<file path="src/rtl/cru_pkg.sv">
package cru_pkg;

    typedef enum logic [2:0] {
        SEL_MODE  = 3'd0,
        SEL_PRIV  = 3'd1,
        SEL_FEAT  = 3'd2,
        SEL_OPT   = 3'd3,
        SEL_SIP   = 3'd4,
        SEL_SPRIV = 3'd5
    } sel_e;

    typedef enum logic [1:0] {
        CAUSE_NONE      = 2'd0,
        CAUSE_BAD_MODE  = 2'd1,
        CAUSE_PRIV_UP   = 2'd2,
        CAUSE_READ_ONLY = 2'd3
    } cause_e;

endpackage

</file>
<file path="src/rtl/cru_mode_guard.sv">
// Decides whether a mode write word names exactly one supported mode.
module cru_mode_guard #(
    parameter int                XLEN      = 32,
    parameter int                MODE_W    = 6,
    parameter logic [MODE_W-1:0] SUP_MODES = 6'b001110
) (
    input  logic [XLEN-1:0] wr_word,
    output logic            legal
);
    localparam logic [XLEN-1:0] SUP_EXT = XLEN'(SUP_MODES);

    logic single_bit;
    logic inside_sup;

    always_comb begin
        single_bit = (wr_word != '0) && ((wr_word & (wr_word - 1'b1)) == '0);
        inside_sup = (wr_word & ~SUP_EXT) == '0;
        legal      = single_bit && inside_sup;
    end
endmodule

</file>
<file path="src/rtl/cru_priv_guard.sv">
// Flags a privilege write that would raise any flag currently clear.
module cru_priv_guard #(
    parameter int PRIV_W = 8
) (
    input  logic [PRIV_W-1:0] held,
    input  logic [PRIV_W-1:0] asked,
    output logic              raises
);
    always_comb raises = |(asked & ~held);
endmodule

</file>
<file path="src/rtl/cru_read_mux.sv">
module cru_read_mux
    import cru_pkg::*;
#(
    parameter int XLEN   = 32,
    parameter int PRIV_W = 8,
    parameter int FEAT_W = 16
) (
    input  logic [2:0]        sel,
    input  logic [XLEN-1:0]   sup_word,
    input  logic [PRIV_W-1:0] priv,
    input  logic [FEAT_W-1:0] feat_now,
    input  logic [FEAT_W-1:0] cfg_mask,
    input  logic [XLEN-1:0]   saved_ip,
    input  logic [PRIV_W-1:0] saved_priv,
    output logic [XLEN-1:0]   rd_word
);
    always_comb begin
        rd_word = '0;
        case (sel)
            SEL_MODE:  rd_word = sup_word;
            SEL_PRIV:  rd_word = XLEN'(priv);
            SEL_FEAT:  rd_word = XLEN'(feat_now);
            SEL_OPT:   rd_word = XLEN'(cfg_mask);
            SEL_SIP:   rd_word = saved_ip;
            SEL_SPRIV: rd_word = XLEN'(saved_priv);
            default:   rd_word = '0;
        endcase
    end
endmodule

</file>
<file path="src/rtl/cpu_ctrl_regs.sv">
module cpu_ctrl_regs
    import cru_pkg::*;
#(
    parameter int                XLEN       = 32,
    parameter int                MODE_W     = 6,
    parameter int                PRIV_W     = 8,
    parameter int                FEAT_W     = 16,
    parameter logic [MODE_W-1:0] SUP_MODES  = 6'b001110,
    parameter logic [MODE_W-1:0] RESET_MODE = 6'b000100,
    parameter logic [FEAT_W-1:0] FEAT_FIXED = 16'h0013,
    parameter logic [FEAT_W-1:0] OPT_CFG    = 16'h0F00,
    parameter logic [FEAT_W-1:0] OPT_RESET  = 16'h0100
) (
    input  logic              clk,
    input  logic              rst_n,
    input  logic [2:0]        reg_sel,
    input  logic              wr_en,
    input  logic [XLEN-1:0]   wr_data,
    output logic [XLEN-1:0]   rd_data,
    input  logic              irq_entry,
    input  logic [XLEN-1:0]   cur_ip,
    input  logic [PRIV_W-1:0] grant_mask,
    output logic              exc_valid,
    output logic [1:0]        exc_cause,
    output logic [MODE_W-1:0] cur_mode,
    output logic [PRIV_W-1:0] cur_priv
);
    localparam logic [XLEN-1:0]   SUP_WORD  = XLEN'(SUP_MODES);
    localparam logic [FEAT_W-1:0] OPT_RST_M = OPT_RESET & OPT_CFG;

    typedef struct packed {
        logic [MODE_W-1:0] mode;
        logic [PRIV_W-1:0] priv;
        logic [FEAT_W-1:0] opt;
        logic [XLEN-1:0]   sip;
        logic [PRIV_W-1:0] spriv;
        logic              exc;
        cause_e            cause;
    } state_t;

    state_t st_q, st_d;

    logic mode_ok;
    logic priv_up;

    cru_mode_guard #(
        .XLEN(XLEN), .MODE_W(MODE_W), .SUP_MODES(SUP_MODES)
    ) u_mode_guard (
        .wr_word(wr_data),
        .legal  (mode_ok)
    );

    cru_priv_guard #(
        .PRIV_W(PRIV_W)
    ) u_priv_guard (
        .held  (st_q.priv),
        .asked (wr_data[PRIV_W-1:0]),
        .raises(priv_up)
    );

    cru_read_mux #(
        .XLEN(XLEN), .PRIV_W(PRIV_W), .FEAT_W(FEAT_W)
    ) u_read_mux (
        .sel       (reg_sel),
        .sup_word  (SUP_WORD),
        .priv      (st_q.priv),
        .feat_now  (FEAT_FIXED | st_q.opt),
        .cfg_mask  (OPT_CFG),
        .saved_ip  (st_q.sip),
        .saved_priv(st_q.spriv),
        .rd_word   (rd_data)
    );

    // Next-state: interrupt entry wins over any write in the same cycle.
    always_comb begin
        st_d       = st_q;
        st_d.exc   = 1'b0;
        st_d.cause = CAUSE_NONE;
        if (irq_entry) begin
            st_d.sip   = cur_ip;
            st_d.spriv = st_q.priv;
            st_d.priv  = st_q.priv | grant_mask;
        end else if (wr_en) begin
            case (reg_sel)
                SEL_MODE: begin
                    if (mode_ok) begin
                        st_d.mode = wr_data[MODE_W-1:0];
                    end else begin
                        st_d.exc   = 1'b1;
                        st_d.cause = CAUSE_BAD_MODE;
                    end
                end
                SEL_PRIV: begin
                    if (priv_up) begin
                        st_d.exc   = 1'b1;
                        st_d.cause = CAUSE_PRIV_UP;
                    end else begin
                        st_d.priv = wr_data[PRIV_W-1:0];
                    end
                end
                SEL_OPT: begin
                    st_d.opt = (st_q.opt & ~OPT_CFG) | (wr_data[FEAT_W-1:0] & OPT_CFG);
                end
                SEL_FEAT, SEL_SIP, SEL_SPRIV: begin
                    st_d.exc   = 1'b1;
                    st_d.cause = CAUSE_READ_ONLY;
                end
                default: ;
            endcase
        end
    end

    always_ff @(posedge clk) begin
        if (!rst_n) begin
            st_q.mode  <= RESET_MODE;
            st_q.priv  <= '1;
            st_q.opt   <= OPT_RST_M;
            st_q.sip   <= '0;
            st_q.spriv <= '0;
            st_q.exc   <= 1'b0;
            st_q.cause <= CAUSE_NONE;
        end else begin
            st_q <= st_d;
        end
    end

    assign exc_valid = st_q.exc;
    assign exc_cause = st_q.cause;
    assign cur_mode  = st_q.mode;
    assign cur_priv  = st_q.priv;
endmodule

</file>
<file path="config.mk">
export PLATFORM = sky130hd
export DESIGN_NAME = cpu_ctrl_regs
export DESIGN_NICKNAME = d
export VERILOG_FILES = /design/src/rtl/cru_pkg.sv /design/src/rtl/cru_mode_guard.sv /design/src/rtl/cru_priv_guard.sv /design/src/rtl/cru_read_mux.sv /design/src/rtl/cpu_ctrl_regs.sv
export SDC_FILE = /design/constraint.sdc
export NUM_CORES = 1
export LEC_CHECK = 0
export BUFFER_PORTS_ARGS = -buffer_cell sky130_fd_sc_hd__buf_2
export CORE_MARGIN = 2
export CORE_UTILIZATION = 40
export CTS_CLUSTER_SIZE = 10
export DETAILED_ROUTE_END_ITERATION = 8
export GPL_TIMING_DRIVEN = 0
export HOLD_SLACK_MARGIN = 0.15
export PLACE_DENSITY_LB_ADDON = 0.08
export SETUP_SLACK_MARGIN = 0.4
export SYNTH_ARGS = -nofsm -noshare
export SYNTH_HDL_FRONTEND = slang
export SYNTH_SLANG_ARGS = --single-unit
</file>
<file path="constraint.sdc">
create_clock -name clk -period 3.6 [get_ports clk]
set_input_delay 0.54 -clock clk [delete_from_list [all_inputs] [get_ports clk]]
set_output_delay 0.54 -clock clk [all_outputs]
set_load 0.05 [all_outputs]
</file>
# Word-level counts from Yosys, hierarchy flattened
# Cells that the tools add are included.
dict set report classes {
  addsub 1
  n_mux 9
  n_eq_ne 6
  bitwise 8
  n_reduce_logical 14
}
# operator count
set ops {}
lappend ops {{one-hot mux 32 bit (6 select lines)} 1}
lappend ops {{logical NOT 32 bit} 2}
lappend ops {{AND 32 bit} 1}
lappend ops {{nonzero test 32 bit} 1}
lappend ops {{subtractor 32 x 1 -> 32 bit, second input constant} 1}
lappend ops {{two-way mux 24 bit} 1}
lappend ops {{two-way mux 8 bit} 3}
lappend ops {{two-way mux 16 bit} 1}
lappend ops {{OR 16 x 12 -> 16 bit} 1}
lappend ops {{one-hot mux 3 bit (3 select lines)} 1}
lappend ops {{AND 8 bit} 1}
lappend ops {{NOT 8 bit} 1}
lappend ops {{OR 8 bit} 1}
lappend ops {{OR reduction 8 bit} 1}
lappend ops {{== test 3 x 2 -> 1 bit, second input constant} 2}
lappend ops {{== test 3 bit, second input constant} 2}
lappend ops {{two-way mux 3 bit} 2}
lappend ops {{AND reduction 3 bit} 2}
lappend ops {{OR reduction 3 bit} 2}
lappend ops {{AND reduction 4 bit} 1}
lappend ops {{nonzero test 2 bit} 2}
lappend ops {{== test 3 x 1 -> 1 bit, second input constant} 1}
lappend ops {{logical NOT 3 bit} 1}
lappend ops {{NOT 1 bit} 3}
lappend ops {{2 further kinds} 3}
dict set report totals {
  elab_cells 45
  in_bits 79
  register_bits 73
  out_inout_bits 49
}

# Depth between registers and ports, before layout
dict set report depth {
  word_depth 7
  ltp_mapped 8
  ltp_nobuf 5
}

# Cells and area by module
# Synthesis repeated with hierarchy kept, for this count alone.
dict set report hier_totals {
  hier_cells 402
  hier_area_um2 3716.1
}
# module seq_area_each_um2 area_each_um2 n_inst cells_per_inst
set by_module_without_submodules {}
lappend by_module_without_submodules {cpu_ctrl_regs 1221.2 2557.5 1 248}
lappend by_module_without_submodules {cru_read_mux 0.0 964.7 1 120}
lappend by_module_without_submodules {cru_mode_guard 0.0 131.4 1 21}
lappend by_module_without_submodules {cru_priv_guard 0.0 62.6 1 13}

# Worst setup path before layout
# Ideal clock, no wire load.
dict set report synth_path {
  path_type {input-to-output}
  from {in reg_sel[0]}
  to {out rd_data[2]}
  required_time_ns 3.060
  t_arrival_ns 2.429
  setup_slack_ns 0.631
  path_buffers 2
  cell_stages 4
  path_cell_list {buf_1 -> buf_2 -> mux2i_1 -> a221oi_1}
}
dict set report synth_between {
  elab_chain_cells 2
  elab_cells_between_ends 7
  cone_classes {eq/ne: 5; mux: 1; reduce/logical: 1}
}
# element line
set synth_rtl {}
lappend synth_rtl {{start: declaration} cpu_ctrl_regs.sv:16} ;# input logic [2:0] reg_sel,
lappend synth_rtl {{== test 3 bit, or another cell as far along} cru_read_mux.sv:19} ;# case (sel)
lappend synth_rtl {{one-hot mux 32 bit (6 select lines) *} cru_read_mux.sv:19}
lappend synth_rtl {{end: declaration} cpu_ctrl_regs.sv:19} ;# output logic [XLEN-1:0] rd_data,
# Mark *: on every way between the ends. The rest lies on a longest branch, timed or not.

# Worst setup path after layout
dict set report layout_path {
  from {in reg_sel[1]}
  to {out rd_data[8]}
}
# The elaborated chain is that of the path after synthesis.

==> results.sh <==
export IMPL_postCtsSetupRepairBufs=0
export IMPL_yosys_most_used_dff="dfxtp_1"
export IMPL_antenna_found_initial=0
export IMPL_fp_dieH_um=91.6
export IMPL_clock_latency_ps=330
export IMPL_firstDrtPassIters=4
export IMPL_leakagePower_uw=0.00198
export IMPL_wire_per_inst_um=14.3
export IMPL_grt_usage_pct=19.6
export IMPL_dp_hpwl_um=6300
export IMPL_min_from="grant_mask[0]"
export IMPL_maxCapViolCount=0
export IMPL_ir_drop_mv=0.168
export IMPL_synth_area_leaders="dfxtp_1, mux2i_1, nor2b_1"
export IMPL_gp_congestion=0.763
export IMPL_worstReg2RegEnd="cur_priv[2]$_SDFFE_PN1P_"
export IMPL_final_nets=546
export IMPL_die_x_um=91.6
export IMPL_min_path_cells=3
export IMPL_dp_cells=555
export IMPL_rsz0062_at_grt="false"
export IMPL_async_flop_share_pct=0
export IMPL_fin_crit_sh_pct=75.4
export IMPL_vias=2723
export IMPL_cts_buffer_depth=2
export IMPL_r2r_setup_slack_ps=1670
export IMPL_num_antenna_cells=0
export IMPL_setup_tns_ps=0
export IMPL_total_power_uw=1530
export IMPL_syn_to_final_growth_pct=30.3
export IMPL_min_to="cur_priv[0]$_SDFFE_PN1P_"
export IMPL_grt_pass1_wl_um=12900
export IMPL_clk_transition_reported_paths_ps=70
export IMPL_cts_tree="done"
export IMPL_synth_top_cell_by_area="dfxtp_1"
export IMPL_fmaxAchievable_ghz=0.369
export IMPL_grt_max_degree=11
export IMPL_synth_top_cell_area_share_pct=39.8
export IMPL_design_area_um2=4000
export IMPL_syn_inst=330
export IMPL_maxSlewViolCount=0
export IMPL_cts_hold_buf=0
export IMPL_initial_core_util_pct=41.9
export IMPL_vias_per_cell=4.77
export IMPL_portBuffers=126
export IMPL_first_global_vias=2646
export IMPL_core_region_area_um2=7330
export IMPL_drt_iter0_drc=107
export IMPL_synth_most_common_cell="dfxtp_1"
export IMPL_cp_max_fo=10
export IMPL_ff2ff_path_depth=7
export IMPL_required_ps=3060
export IMPL_outcome="finished, final reports clean"
export IMPL_critPathKind="in2out"
export IMPL_io_pin_count=128
export IMPL_fillers=725
export IMPL_htree_levels=3
export IMPL_cts_sinks=61
export IMPL_postPlaceCellArea_um2=3830
export IMPL_holdCritPathClass="in2reg"
export IMPL_ys_top_cells_by_count="dfxtp_1, mux2i_1, nor2b_1"
export IMPL_seq_area_frac_synth_pct=39.8
export IMPL_synth_fp_nets=409
export IMPL_period_needed_ps=2710
export IMPL_syn_area_um2=3070
export IMPL_ys_seq_elements=61
export IMPL_synth_edff_count=0
export IMPL_endpoint_kind="output port"
export IMPL_r2r_start="cur_priv[5]$_SDFFE_PN1P_"
export IMPL_cp_data_arrival_time_ps=2170
export IMPL_overflow=0
export IMPL_yosysWarnings=0
export IMPL_cp_start_kind="primary input"
export IMPL_routed_wl_um=8170
export IMPL_cts_root_buffer="clkbuf_8"
export IMPL_finalHoldViolCount=0
export IMPL_setup_viol=0
export IMPL_placementRows=31
export IMPL_numCtsBuffers=9
export IMPL_final_util_pct=54.6
export IMPL_ys_types=35
export IMPL_worst_clock_skew_ps=8.91
export IMPL_antenna_left=0
export IMPL_post_cts_resized=0
export IMPL_drive_gt1_share_pct=37.7
export IMPL_route_detailed_drc=0
export IMPL_instances_no_fill=571
export IMPL_p_per_area_nw_per_um2=382
export IMPL_slew_headroom_pct=58.0
export IMPL_die_area_um2=8400
export IMPL_worst_slew_pin_slew_ps=630
export IMPL_avgSynthCellArea_um2=9.31
## cell type report
class	count	area, µm²	area share, %
clock buffer	12	155	3.88
tap	99	124	3.09
timing repair buffer	126	631	15.8
multi-input combinational	222	1600	39.8
clock inverter	4	22.5	0.563
inverter	10	37.5	0.938
buffer	37	218	5.44
sequential	61	1220	30.5
## cells in the final DEF, fill, tap and decap left out, drive strengths merged, types with 2 or more instances in the layout
cell	instances
o21ai	4
nor3	3
and3	3
buf	151
dfxtp	61
nor2b	48
a211oi	2
nor2	13
nand2	26
mux2i	50
nand4	3
clkbuf	24
a221oi	2
nand2b	4
o2111ai	8
o22ai	6
inv	10
and2	20
a22oi	5
mux2	5
nand3	4
clkinv	3
nor4	8
## where the power goes
| part | switching (µW) | total, µW | internal [µW] |
|---|---|---|---|
| Clock | 267 | 551 | 284 |
| Sequential | 15.3 | 721 | 706 |
| Combinational | 152 | 256 | 104 |
## critical path: stages
cell      delay (ps)
buf_2            130
inv_1            130
nand2_1           90
nor2_1           330
clkbuf_1         390
nand2_1          100
o21ai_0          140
buf_2            320
## worst max path at each step
stage,from,endpoint,slack (ps),cells past startpoint
floorplan,reg_sel[0],rd_data[2],630,4
detailed placement,reg_sel[1],rd_data[8],910,8
global placement,reg_sel[1],rd_data[8],930,8
CTS,reg_sel[1],rd_data[8],910,8
global route,reg_sel[1],rd_data[8],740,8
finish,reg_sel[1],rd_data[8],890,8
## cells by family after synthesis
kind of cell           after synthesis  share of synthesized area [%]
DFF                                 61                           39.8
and+or+nand+nor                    136                           24.9
buffers and inverters               47                           8.31
muxes                               55                           18.1
AOI/OAI and AO/OA                   31                           8.88
## registers in the layout (all words and copies together) (netlist names)
register / flops
exc_cause: 2
cur_priv: 8
cur_mode: 6
st_q: 44
exc_valid: 1
## layer usage
layer / global-route usage [%] / vias to the layer above / share of wire (%)
li1: - / 1395 / -
met1: 27.1 / 1233 / 49
met2: 30.7 / 87 / 45
met3: 3.70 / 8 / 5.3
met4: 6.69 / 0 / 1.4
met5: 0 / - / 0
## metrics by stage
stage          worst slack (ps)  hold WS, ps
5_1_grt                     737          424
3_5_place_dp                915          470
4_1_cts                     913          406
6_report                    887          415
2_1_floorplan               631          443
3_3_place_gp                930          462
Power figures use the tool's default switching activity.
